File: src/rtl/sat_serial_master.sv
module sat_serial_master #(
  parameter int IN_W  = 24,
  parameter int OUT_W = 16,
  parameter int DIV   = 4
) (
  input  logic                   clk,
  input  logic                   rst_n,
  input  logic signed [IN_W-1:0] smp_in,
  input  logic                   smp_vld,
  output logic                   sclk,
  output logic                   sclk_n,
  output logic                   fsync,
  output logic                   fsync_n,
  output logic                   sdata,
  output logic                   sdata_n,
  output logic                   oor
);
  localparam int HALF = DIV / 2;
  localparam int PW   = (DIV > 2) ? $clog2(DIV) : 1;
  localparam int SW   = $clog2(OUT_W + 1);
  localparam logic signed [IN_W-1:0] POS_LIM = IN_W'((2 ** (OUT_W - 1)) - 1);
  localparam logic signed [IN_W-1:0] NEG_LIM = -POS_LIM - IN_W'(1);

  logic [PW-1:0]    ph;
  logic [SW-1:0]    slot;
  logic [OUT_W-1:0] sh, hold_w;
  logic             hold_o, frm_o;
  logic             sclk_q, fs_q, dat_q, oor_q;

  wire over  = smp_in > POS_LIM;
  wire under = smp_in < NEG_LIM;
  wire rise  = ph == PW'(DIV - 1);
  wire fall  = ph == PW'(HALF - 1);
  wire last  = slot == SW'(OUT_W);

  wire [OUT_W-1:0] clamped = over  ? {1'b0, {(OUT_W-1){1'b1}}} :
                             under ? {1'b1, {(OUT_W-1){1'b0}}} :
                                     smp_in[OUT_W-1:0];

  always_ff @(posedge clk or negedge rst_n) begin
    if (!rst_n) begin
      ph     <= '0;
      slot   <= SW'(OUT_W);
      sh     <= '0;
      hold_w <= '0;
      hold_o <= 1'b0;
      frm_o  <= 1'b0;
      sclk_q <= 1'b0;
      fs_q   <= 1'b0;
      dat_q  <= 1'b0;
      oor_q  <= 1'b0;
    end else begin
      ph <= rise ? '0 : ph + PW'(1);
      if (smp_vld) begin
        hold_w <= clamped;
        hold_o <= over | under;
      end
      if (rise) begin
        sclk_q <= 1'b1;
        if (last) begin
          slot  <= '0;
          fs_q  <= 1'b1;
          dat_q <= 1'b0;
          sh    <= hold_w;
          frm_o <= hold_o;
        end else begin
          slot  <= slot + SW'(1);
          fs_q  <= 1'b0;
          dat_q <= sh[OUT_W-1];
          sh    <= sh << 1;
        end
      end else if (fall) begin
        sclk_q <= 1'b0;
        oor_q  <= frm_o;
      end
    end
  end

  assign sclk    = sclk_q;
  assign sclk_n  = ~sclk_q;
  assign fsync   = fs_q;
  assign fsync_n = ~fs_q;
  assign sdata   = dat_q;
  assign sdata_n = ~dat_q;
  assign oor     = oor_q;
endmodule


File: config.mk
export PLATFORM = sky130hd
export DESIGN_NAME = sat_serial_master
export DESIGN_NICKNAME = d
export VERILOG_FILES = /design/src/rtl/sat_serial_master.sv
export SDC_FILE = /design/constraint.sdc
export NUM_CORES = 1
export LEC_CHECK = 0
export ABC_AREA = 1
export CORE_MARGIN = 3
export CORE_UTILIZATION = 35
export CTS_CLUSTER_DIAMETER = 80
export DETAILED_ROUTE_END_ITERATION = 8
export PLACE_DENSITY = 0.63
export SYNTH_ARGS = -nofsm -noshare
export SYNTH_HDL_FRONTEND = slang
export SYNTH_SLANG_ARGS = --single-unit
File: constraint.sdc
create_clock -name clk -period 2.8 [get_ports clk]
set_clock_uncertainty 0.2 [all_clocks]
set_input_delay 0.56 -clock clk [delete_from_list [all_inputs] [get_ports clk]]
set_output_delay 0.56 -clock clk [all_outputs]
set_load 0.02 [all_outputs]
==> summary.md, run 1 <==
| Metric | Value |
|---|---|
| First-pass GRT wire length | `approximately 7.2 mm` |
| Crit-path cells | `inv_1, clkdlybuf4s50_1` |
| Synth Instances | `between 200 and 300` |
| Seq pwr share | `a little under three fifths` |
| Comb pwr share | `roughly 8.4%` |
| First drt pass iteration count | `4` |
| Hold WS | `0.271 ns` |
| Total track usage | `12.5%` |
| Net Sw Power | `approximately 0.28 mW` |
| Fin crit share | `around three quarters` |
| Vias/cell | `4.59` |
| Sequential cell area | `1130 um2` |
| Post-synth EDFFs | `0` |
| Synthesized Nets | `286` |
| Area of the multi-input gates | `a little under 800 um2` |
| Setup Viol. Count Final | `0` |
| CTS buffer count | `5` |
| Synth Register Bits | `45` |
| Grt total ovfl | `0` |
| Crit path max-delay family | `buffers and inverters` |
| DR WL/cell | `around 11 um` |
| Maxcap violations | `0` |
| WP data arrival | `1.34 ns` |
| DIE AREA | `roughly 7000 um2` |
| Critical Path Source Type | `flop` |
| Slowest cell on crit path | `clkdlybuf4s50_1` |
| Longest Clk Path Bufs | `2` |
| Largest net degree at the start of global routing | `26` |
| Clock share of power | `35.4%` |
| DP HPWL | `2.91 mm` |
| Setup crit end kind | `output port` |
| Worst-path fanout max | `2` |
| Cell Int Power | `0.947 mW` |
| Setup TNS Final | `0 ns` |
| Row count | `27` |
| Status | `complete, no violations` |
| Die W | `between 80 and 90 um` |
| Max frequency | `around 480 MHz` |
| Clk slew on worst S/H paths | `0.08 ns` |
| Sw Share | `a little under a quarter` |
| Max rail drop VDD | `a little over 200 uV` |
| CP max stage delay | `about 0.59 ns` |
| Worst path buffer plus inverter count | `2` |
| Tightest Hold Check Type | `reg2reg` |
| Antenna Cells | `0` |
| CORE AREA | `approximately 5600 um2` |
| CTS tree | `done` |
| Antenna Nets Post-Route | `0` |
| Unrepaired setup endpoints after global routing | `false` |
| Flop2flop setup slack | `0.87 ns` |
| Root Buffer | `clkbuf_8` |
| Top_reg_cell synth | `dfrtp_1` |
| Pwr dens | `about 470 nW/um2` |
| Tmin final | `roughly 2.1 ns` |
| Placer Congestion | `~0.7` |
| Total power after layout | `1.22 mW` |
| Via Count | `approximately 1,700` |
| Asr flop ratio synth | `between 90% and 100%` |
| Post-Route WL | `between 4 and 5 mm` |
| Count of final max-slew check failures | `0` |
| IO buf count | `33` |
| Yosys warnings | `0` |
| CP Data Required Time | `2.04 ns` |
| Die Y | `83.3 um` |
| NumNets Final | `roughly 320` |
| Initial antenna violation count | `0` |
| I/O Pins | `34` |
| Relative slew slack | `72.4%` |
| Final Hold Fails | `0` |
| Remaining DRCs | `0` |
| Number of global-route vias before repair | `approximately 1,700` |
| Syn avg cell area | `between 8 and 9 um2` |
| Share of layout cells above drive strength 1 | `under 10%` |
| Clock Sinks | `45` |
| FILL cells | `between 500 and 600` |
| Core Util, Final | `between 40% and 50%` |
| Seq/Total Area, Yosys | `53.9%` |
| Actual slew at the worst max-slew pin | `0.412 ns` |
| Leak | `1.28 nW` |
| Clock Latency Late Sink | `slightly below 0.3 ns` |
| Detailed router's first-iteration violation count | `119` |
| Cell area after synthesis | `between 2000 and 2500 um2` |
| Syn-to-layout area delta | `23.6%` |
| CTS H-tree depth | `2` |
| Initial Utilization | `a little under two fifths` |
| CP Class | `reg2out` |
| Post-synth cell types | `26` |
## cell type report
cell class	count	area share [%]
Clock buffer	7	3.73
Tap cell	72	3.48
Sequential cell	45	43.6
Clock inverter	1	0.194
Inverter	29	4.21
Timing Repair Buffer	38	14.1
Multi-Input combinational cell	171	30.7
## logic make-up (layout without fill, tap and decap cells)
group,Yosys count,after routing,share of synthesized area (%)
mux,1,1,0.538
xor+xnor,1,1,0.418
buf+inv,39,75,8.25
flops,45,45,53.9
compound gates,14,14,4.90
simple gates,151,151,29.6
fa+ha+maj,4,4,2.39
## synthesized netlist by cell type (all sizes together), types with 2 or more instances
library cell / instances / area share, %
a21oi: 3 / 1.3
buf: 8 / 2.7
o211ai: 3 / 1.1
inv: 29 / 5.2
dfrtp: 44 / 53
nand3: 29 / 7.2
nor2: 10 / 2.0
nand2: 110 / 20
clkbuf: 2 / 0.36
o21ai: 7 / 2.2
ha: 4 / 2.4
## per-layer routing
| metal | share of wire (%) | up-vias | track usage (%) |
|---|---|---|---|
| met5 | 0 | - | 0 |
| met4 | 1.5 | 0 | 4.16 |
| met3 | 4.8 | 7 | 3.08 |
| met2 | 45 | 41 | 20.8 |
| met1 | 49 | 761 | 15.8 |
| li1 | - | 858 | - |
## timing repair
action	CTS	global route
endpoints found under the setup margin	0	0
resized for setup	0	0
hold endpoints to repair	13	0
hold buffers	1	0
setup buffers	0	0
## path summary, 6_finish.rpt
| check | end | startpoint | depth (start not counted) |
|---|---|---|---|
| max | sdata_n | sdata | 2 |
| min | ph[0] | ph[0] | 1 |
| max reg2reg | sh[14] | slot[0] | 7 |
| min reg2reg | ph[0] | ph[0] | 1 |
| max in group asynchronous | hold_w[15] | rst_n | 3 |
| min in group asynchronous | slot[2] | rst_n | 2 |
## cell usage in the layout, fill, tap and decap left out, types with 2 or more instances in the layout
master             n
nand2_1          109
dfrtp_1           44
clkdlybuf4s50_1   32
nand3_1           28
inv_1             26
nor2_1             8
clkbuf_8           7
o21ai_0            6
ha_1               4
buf_4              4
inv_2              3
o211ai_1           3
nor2_2             2
a21oi_1            2
## worst register-to-register path, cell delays in order (launching register included)
cell and delay [ns]:
dfrtp_1 0.40, inv_1 0.08, ha_1 0.16, nand3_2 0.28, nor2_2 0.29, buf_4 0.25, nand2_1 0.09, o211ai_1 0.09
## through the flow
step | std cells | cell area, um2 | setup WS [ns]
final | 363 | 2590 | 0.698
after global routing | 363 | 2590 | 0.625
after CTS | 363 | 2590 | 0.672
after detailed placement | 354 | 2470 | 0.676
after global placement | 354 | 2470 | 0.690
after floorplan | 255 | 2090 | 1.27
## state kept, by name (all words and copies together) (netlist names)
| register | count |
|---|---|
| sclk | 1 |
| fsync | 1 |
| frm_o | 1 |
| sh | 16 |
| hold_w | 16 |
| hold_o | 1 |
| oor | 1 |
| slot | 5 |
| ph | 2 |
| sdata | 1 |
## power by group through the flow
stage | logic (mW) | registers, mW | clock network (mW)
6_report | 0.103 | 0.686 | 0.433
5_1_grt | 0.117 | 0.689 | 0.476
4_1_cts | 0.105 | 0.686 | 0.448
3_5_place_dp | 0.103 | 0.699 | 0
3_3_place_gp | 0.102 | 0.699 | 0
2_1_floorplan | 0.0458 | 0.694 | 0
(Power assumes the default switching activity.)
==> inputs of run 2 (changes only) <==
PLACE_DENSITY = 0.65   (was 0.63)
clock period = 1.8 ns   (was 2.8 ns; I/O delays follow)
==> summary.md, run 2 (synthesis gave the netlist of run 1 again) <==
| Metric | Value |
|---|---|
| Status | `complete, no violations (unchanged)` |
| Setup crit end kind | `output port (unchanged)` |
| Initial antenna violation count | `0 (unchanged)` |
| Unrepaired setup endpoints after global routing | `false (unchanged)` |
| Hold WS | `0.261 ns (was 0.271 ns)` |
| Non-filler cells, final | `371 (was 363)` |
| Tmin final | `around 1.6 ns` |
| DR WL/cell | `10.8 um (was 11.2 um)` |
| Antenna Cells | `0 (unchanged)` |
| Fin crit share | `around 90%` |
| Tightest Hold Check Type | `reg2reg (unchanged)` |
| Net Sw Power | `0.430 mW (was 0.275 mW)` |
| Setup TNS Final | `0 ns (unchanged)` |
| First drt pass iteration count | `4 (unchanged)` |
| Critical Path Source Type | `flop (unchanged)` |
| Via Count | `1,684 (was 1,667)` |
| Flop2flop setup slack | `0.24 ns (was 0.87 ns)` |
| Remaining DRCs | `0 (unchanged)` |
| FILL cells | `560 (was 587)` |
| Seq pwr share | `53.8% (was 56.2%)` |
| Comb pwr share | `8.7% (was 8.4%)` |
| Row count | `27 (unchanged)` |
| Number of global-route vias before repair | `1,599 (was 1,666)` |
| Leak | `1.34 nW (was 1.28 nW)` |
| Clock Latency Late Sink | `0.29 ns (about the same)` |
| Clock Sinks | `45 (unchanged)` |
| CP Data Required Time | `1.24 ns (was 2.04 ns)` |
| IO buf count | `33 (unchanged)` |
| Max frequency | `just over 600 MHz` |
| Worst r2r src | `slot[0] (unchanged)` |
| Die W | `83.3 um (unchanged)` |
| Share of layout cells above drive strength 1 | `10.4% (was 8.25%)` |
| Largest net degree at the start of global routing | `21 (was 26)` |
| Area of the multi-input gates | `793 um2 (unchanged)` |
| Crit path to | `sdata_n (unchanged)` |
| Antenna Nets Post-Route | `0 (unchanged)` |
| Top flop regs | `hold_w (16), sh (16), slot (5) (unchanged)` |
| Count of final max-slew check failures | `0 (unchanged)` |
| Longest Clk Path Bufs | `2 (unchanged)` |
| Root Buffer | `clkbuf_8 (unchanged)` |
| Maxcap violations | `0 (unchanged)` |
| Grt total ovfl | `0 (unchanged)` |
| CP Class | `reg2out (unchanged)` |
| I/O Pins | `34 (unchanged)` |
| Sequential cell area | `1130 um2 (unchanged)` |
| Placed Cells | `362 (was 354)` |
| Commonest non-fill, non-tap cell in the layout | `nand2_1 (unchanged)` |
| CTS H-tree depth | `2 (unchanged)` |
| Clock share of power | `37.5% (was 35.4%)` |
| Final Hold Fails | `0 (unchanged)` |
| CP startpoint | `sdata (unchanged)` |
| Finished Cell Area | `2690 um2 (was 2590 um2)` |
| Setup Viol. Count Final | `0 (unchanged)` |
| Clk slew on worst S/H paths | `0.08 ns (about the same)` |
| Die Y | `83.3 um (unchanged)` |
| Actual slew at the worst max-slew pin | `0.430 ns (was 0.412 ns)` |
| Initial Utilization | `37.1% (unchanged)` |
| Vias/cell | `4.54 (was 4.59)` |
| Cell count of the worst reg-to-reg path | `7 (unchanged)` |
| Max rail drop VDD | `383 uV (was 202 uV)` |
| Placer Congestion | `0.691 (was 0.709)` |
| Cell Int Power | `1.55 mW (was 0.947 mW)` |
| Setup bufs post-CTS | `0 (unchanged)` |
| Sw Share | `21.7% (was 22.5%)` |
| Pwr dens | `739 nW/um2 (was 472 nW/um2)` |
| WP data arrival | `1.06 ns (was 1.34 ns)` |
| Relative slew slack | `71.3% (was 72.4%)` |
| CORE AREA | `5640 um2 (unchanged)` |
| Reg-to-Reg End | `sh[14] (unchanged)` |
| Post-place instance area | `2570 um2 (was 2470 um2)` |
| Commonest cells after routing, fill and taps aside | `nand2_1 (109), dfrtp_1 (44), nand3_1 (28) (was nand2_1 (109), dfrtp_1 (44), clkdlybuf4s50_1 (32))` |
| First-pass GRT wire length | `6.93 mm (was 7.23 mm)` |
| CTS tree | `done (unchanged)` |
| Post-Route WL | `3.99 mm (was 4.05 mm)` |
| Total track usage | `12.0% (was 12.5%)` |
| Detailed router's first-iteration violation count | `40 (was 119)` |
| Worst-path fanout max | `2 (unchanged)` |
| NumNets Final | `329 (was 321)` |
| Syn-to-layout area delta | `28.3% (was 23.6%)` |
| DIE AREA | `6940 um2 (unchanged)` |
| CTS buffer count | `5 (unchanged)` |
| DP HPWL | `2.99 mm (was 2.91 mm)` |
run 2: cell types whose count changed in the layout (fill, tap and decap cells not counted), sizes merged:
cell | before | now
clkbuf | 7 | 6
clkdlybuf4s50 | 32 | 25
buf | 5 | 13
bufinv | 0 | 1
dlygate4sd2 | 0 | 7
run 2: power groups by stage:
stage          Combinational [mW]  Sequential, mW  Clock (mW)
6_report                    0.173            1.07       0.745
5_1_grt                     0.195            1.07       0.816
4_1_cts                     0.177            1.07       0.772
3_5_place_dp                0.175            1.09           0
3_3_place_gp                0.171            1.09           0
2_1_floorplan              0.0712            1.08           0
run 2: metrics by stage:
step	util [%]	power (mW)	worst slack, ns
detailed placement	45.6	1.26	-0.0203
CTS	47.6	2.02	0.158
floorplan	-	1.15	0.334
global placement	45.6	1.26	0.000956
finish	47.6	1.98	0.184
global route	47.6	2.08	0.0724
run 2: timing repair:
item	4_1_cts	5_1_grt
hold endpoints to repair	17	0
endpoints found under the setup margin	7	0
hold buffers	1	0
resized for setup	7	0
run 2: worst max-delay path: stages, from the launching register on:
cell and delay (ns):
dfrtp_1 0.38, inv_1 0.06, dlygate4sd2_1 0.32
run 2: layout make-up:
type	instances	share of cell area, %
Clock buffer	6	2.70
Clock inverter	2	1.44
Inverter	29	4.05
Multi-Input combinational cell	171	29.5
Sequential cell	45	42.0
Tap cell	72	3.36
Timing Repair Buffer	46	16.9
run 2: layer usage:
metal	wire length (um)	GRT usage, %	vias up
met3	181	3.08	2
li1	-	-	875
met2	1860	20.6	37
met1	1930	14.7	770
met5	0	0	-
met4	27	4.01	0
run 2: worst min-delay path by stage:
stage               start      end  slack, ns  cells past startpoint
CTS                 ph[0]    ph[0]       0.26                      1
detailed placement  rst_n  slot[2]       0.13                      1
global placement    rst_n  slot[3]       0.13                      1
global route        ph[0]    ph[0]       0.30                      1
floorplan           rst_n    frm_o      -0.14                      0
finish              ph[0]    ph[0]       0.26                      1
==> inputs of run 3 (changes only) <==
GPL_ROUTABILITY_DRIVEN = 1   (was default)
clock period = 1.4 ns   (was 1.8 ns; I/O delays follow)
==> summary.md, run 3 (synthesis gave the netlist of run 1 again) <==
| Metric | Value |
|---|---|
| CORE AREA | `5640 um2 (unchanged)` |
| Actual slew at the worst max-slew pin | `0.247 ns (was 0.430 ns)` |
| Sw Share | `21.8% (was 21.7%)` |
| First drt pass iteration count | `4 (unchanged)` |
| Core Util, Final | `52.0% (was 47.6%)` |
| Post-Route WL | `4.22 mm (was 3.99 mm)` |
| Cell Int Power | `2.05 mW (was 1.55 mW)` |
| Clock Latency Late Sink | `0.30 ns (was 0.29 ns)` |
| Via Count | `1,732 (was 1,684)` |
| Final Worst Setup Slack | `-0.0813 ns (was 0.184 ns)` |
| WP data arrival | `1.51 ns (was 1.06 ns)` |
| I/O Pins | `34 (unchanged)` |
| Max frequency | `675 MHz` |
| Fin crit share | `106%` |
| CP Data Required Time | `1.43 ns (was 1.24 ns)` |
| Crit path to | `sh[4] (was sdata_n)` |
| Die W | `83.3 um (unchanged)` |
| Setup crit end kind | `flop (was output port)` |
| Antenna Nets Post-Route | `0 (unchanged)` |
| Root Buffer | `clkbuf_8 (unchanged)` |
| Worst r2r src | `slot[0] (unchanged)` |
| Net Sw Power | `0.574 mW (was 0.430 mW)` |
| DIE AREA | `6940 um2 (unchanged)` |
| Failing checks | `negative setup slack` |
| Die Y | `83.3 um (unchanged)` |
| Clock share of power | `38.7% (was 37.5%)` |
| Comb pwr share | `9.0% (was 8.7%)` |
| Critical Path Source Type | `flop (unchanged)` |
| Pwr dens | `895 nW/um2 (was 739 nW/um2)` |
| Commonest cells after routing, fill and taps aside | `nand2_1 (107), dfrtp_1 (44), nand3_1 (26) (was nand2_1 (109), dfrtp_1 (44), nand3_1 (28))` |
| Final Hold Fails | `0 (unchanged)` |
| Vias/cell | `4.51 (was 4.54)` |
| Syn-to-layout area delta | `40.2% (was 28.3%)` |
| Maxcap violations | `0 (unchanged)` |
| CP startpoint | `slot[0] (was sdata)` |
| Total track usage | `13.1% (was 12.0%)` |
| Grt total ovfl | `0 (unchanged)` |
| Setup Viol. Count Final | `20 (was 0)` |
| Flop2flop setup slack | `-0.08 ns (was 0.24 ns)` |
| CTS H-tree depth | `2 (unchanged)` |
| Unrepaired setup endpoints after global routing | `true (was false)` |
| Clock Sinks | `45 (unchanged)` |
| CTS buffer count | `5 (unchanged)` |
| CP Class | `reg2reg (was reg2out)` |
| Share of layout cells above drive strength 1 | `20.8% (was 10.4%)` |
| Commonest non-fill, non-tap cell in the layout | `nand2_1 (unchanged)` |
| Relative slew slack | `83.6% (was 71.3%)` |
| Placer Congestion | `0.780 (was 0.691)` |
| Reg-to-Reg End | `sh[4] (was sh[14])` |
| Detailed router's first-iteration violation count | `142 (was 40)` |
| DR WL/cell | `11.0 um (was 10.8 um)` |
| Tmin final | `1.48 ns` |
| Top flop regs | `hold_w (16), sh (16), slot (5) (unchanged)` |
| Count of final max-slew check failures | `0 (unchanged)` |
| Initial antenna violation count | `0 (unchanged)` |
| IO buf count | `33 (unchanged)` |
| Worst-path fanout max | `9 (was 2)` |
| Number of global-route vias before repair | `1,722 (was 1,599)` |
| Tightest Hold Check Type | `in2async (was reg2reg)` |
| Longest Clk Path Bufs | `2 (unchanged)` |
| Antenna Cells | `0 (unchanged)` |
| Hold WS | `0.271 ns (was 0.261 ns)` |
| Status | `finished, violations left (was complete, no violations)` |
| Initial Utilization | `37.1% (unchanged)` |
| Row count | `27 (unchanged)` |
| Largest net degree at the start of global routing | `46 (was 21)` |
| Seq pwr share | `52.3% (was 53.8%)` |
| First-pass GRT wire length | `7.45 mm (was 6.93 mm)` |
| DP HPWL | `2.89 mm (was 2.99 mm)` |
| Cell count of the worst reg-to-reg path | `7 (unchanged)` |
| NumNets Final | `342 (was 329)` |
| CTS tree | `done (unchanged)` |
| Remaining DRCs | `0 (unchanged)` |
| Total power after layout | `2.63 mW (was 1.98 mW)` |
| Leak | `1.52 nW (was 1.34 nW)` |
| Clk slew on worst S/H paths | `0.08 ns (about the same)` |
| Pre-CTS setup slack | `-0.312 ns (was -0.0203 ns)` |
| Max rail drop VDD | `343 uV (was 383 uV)` |
-- run 3: worst min-delay path by stage --
stage	end	cells past startpoint	slack, ns
floorplan	frm_o	0	-0.22
global placement	slot[0]	2	0.08
detailed placement	slot[1]	2	0.08
CTS	frm_o	2	0.28
global route	sh[7]	3	0.30
finish	slot[1]	3	0.27
-- run 3: critical path, cell delays in order, from the launching register on --
cell	delay [ns]
dfrtp_1	0.40
inv_2	0.08
ha_4	0.14
nand3_4	0.09
nor2_4	0.21
clkbuf_16	0.19
nand2_1	0.05
nand3_1	0.06
-- run 3: repair_timing --
item,4_1_cts,5_1_grt
pin swaps,0,11
setup endpoints to repair,29,42
resized for setup,36,25
endpoints found under the hold margin,45,0
hold buffers,1,0
setup buffers,0,1
cloned,0,2
-- run 3: final cells by class --
cell class	count	area [um2]
repair buffers	59	632
clock buffers	6	82.6
well taps	72	90.1
multi-input cells	171	853
clock inverters	2	37.5
inverters	29	111
fillers	532	2710
flip-flops and latches	45	1130
-- run 3: power groups by stage --
stage	logic [mW]	clock network [mW]	registers, mW
floorplan	0.0915	0	1.39
global placement	0.230	0	1.40
detailed placement	0.234	0	1.40
CTS	0.236	1.04	1.37
global route	0.271	1.10	1.38
finish	0.236	1.02	1.37
-- run 3: layer usage --
layer / part of all wire [%] / wire, um / track usage [%] / up-vias
met5: 0 / 0 / 0 / -
met4: 1.0 / 44 / 4.61 / 0
met3: 4.4 / 186 / 3.67 / 4
met2: 47 / 1990 / 21.9 / 36
met1: 47 / 2000 / 16.1 / 798
li1: - / - / - / 894
-- run 3: through the flow --
stage / cell area, um2 / instances / setup TNS [ns]
2_1_floorplan: 2110 / 255 / -0.00523
3_3_place_gp: 2680 / 372 / -5.89
3_5_place_dp: 2680 / 372 / -6.29
4_1_cts: 2810 / 381 / -0.711
5_1_grt: 2930 / 384 / -2.97
6_report: 2930 / 384 / -1.09
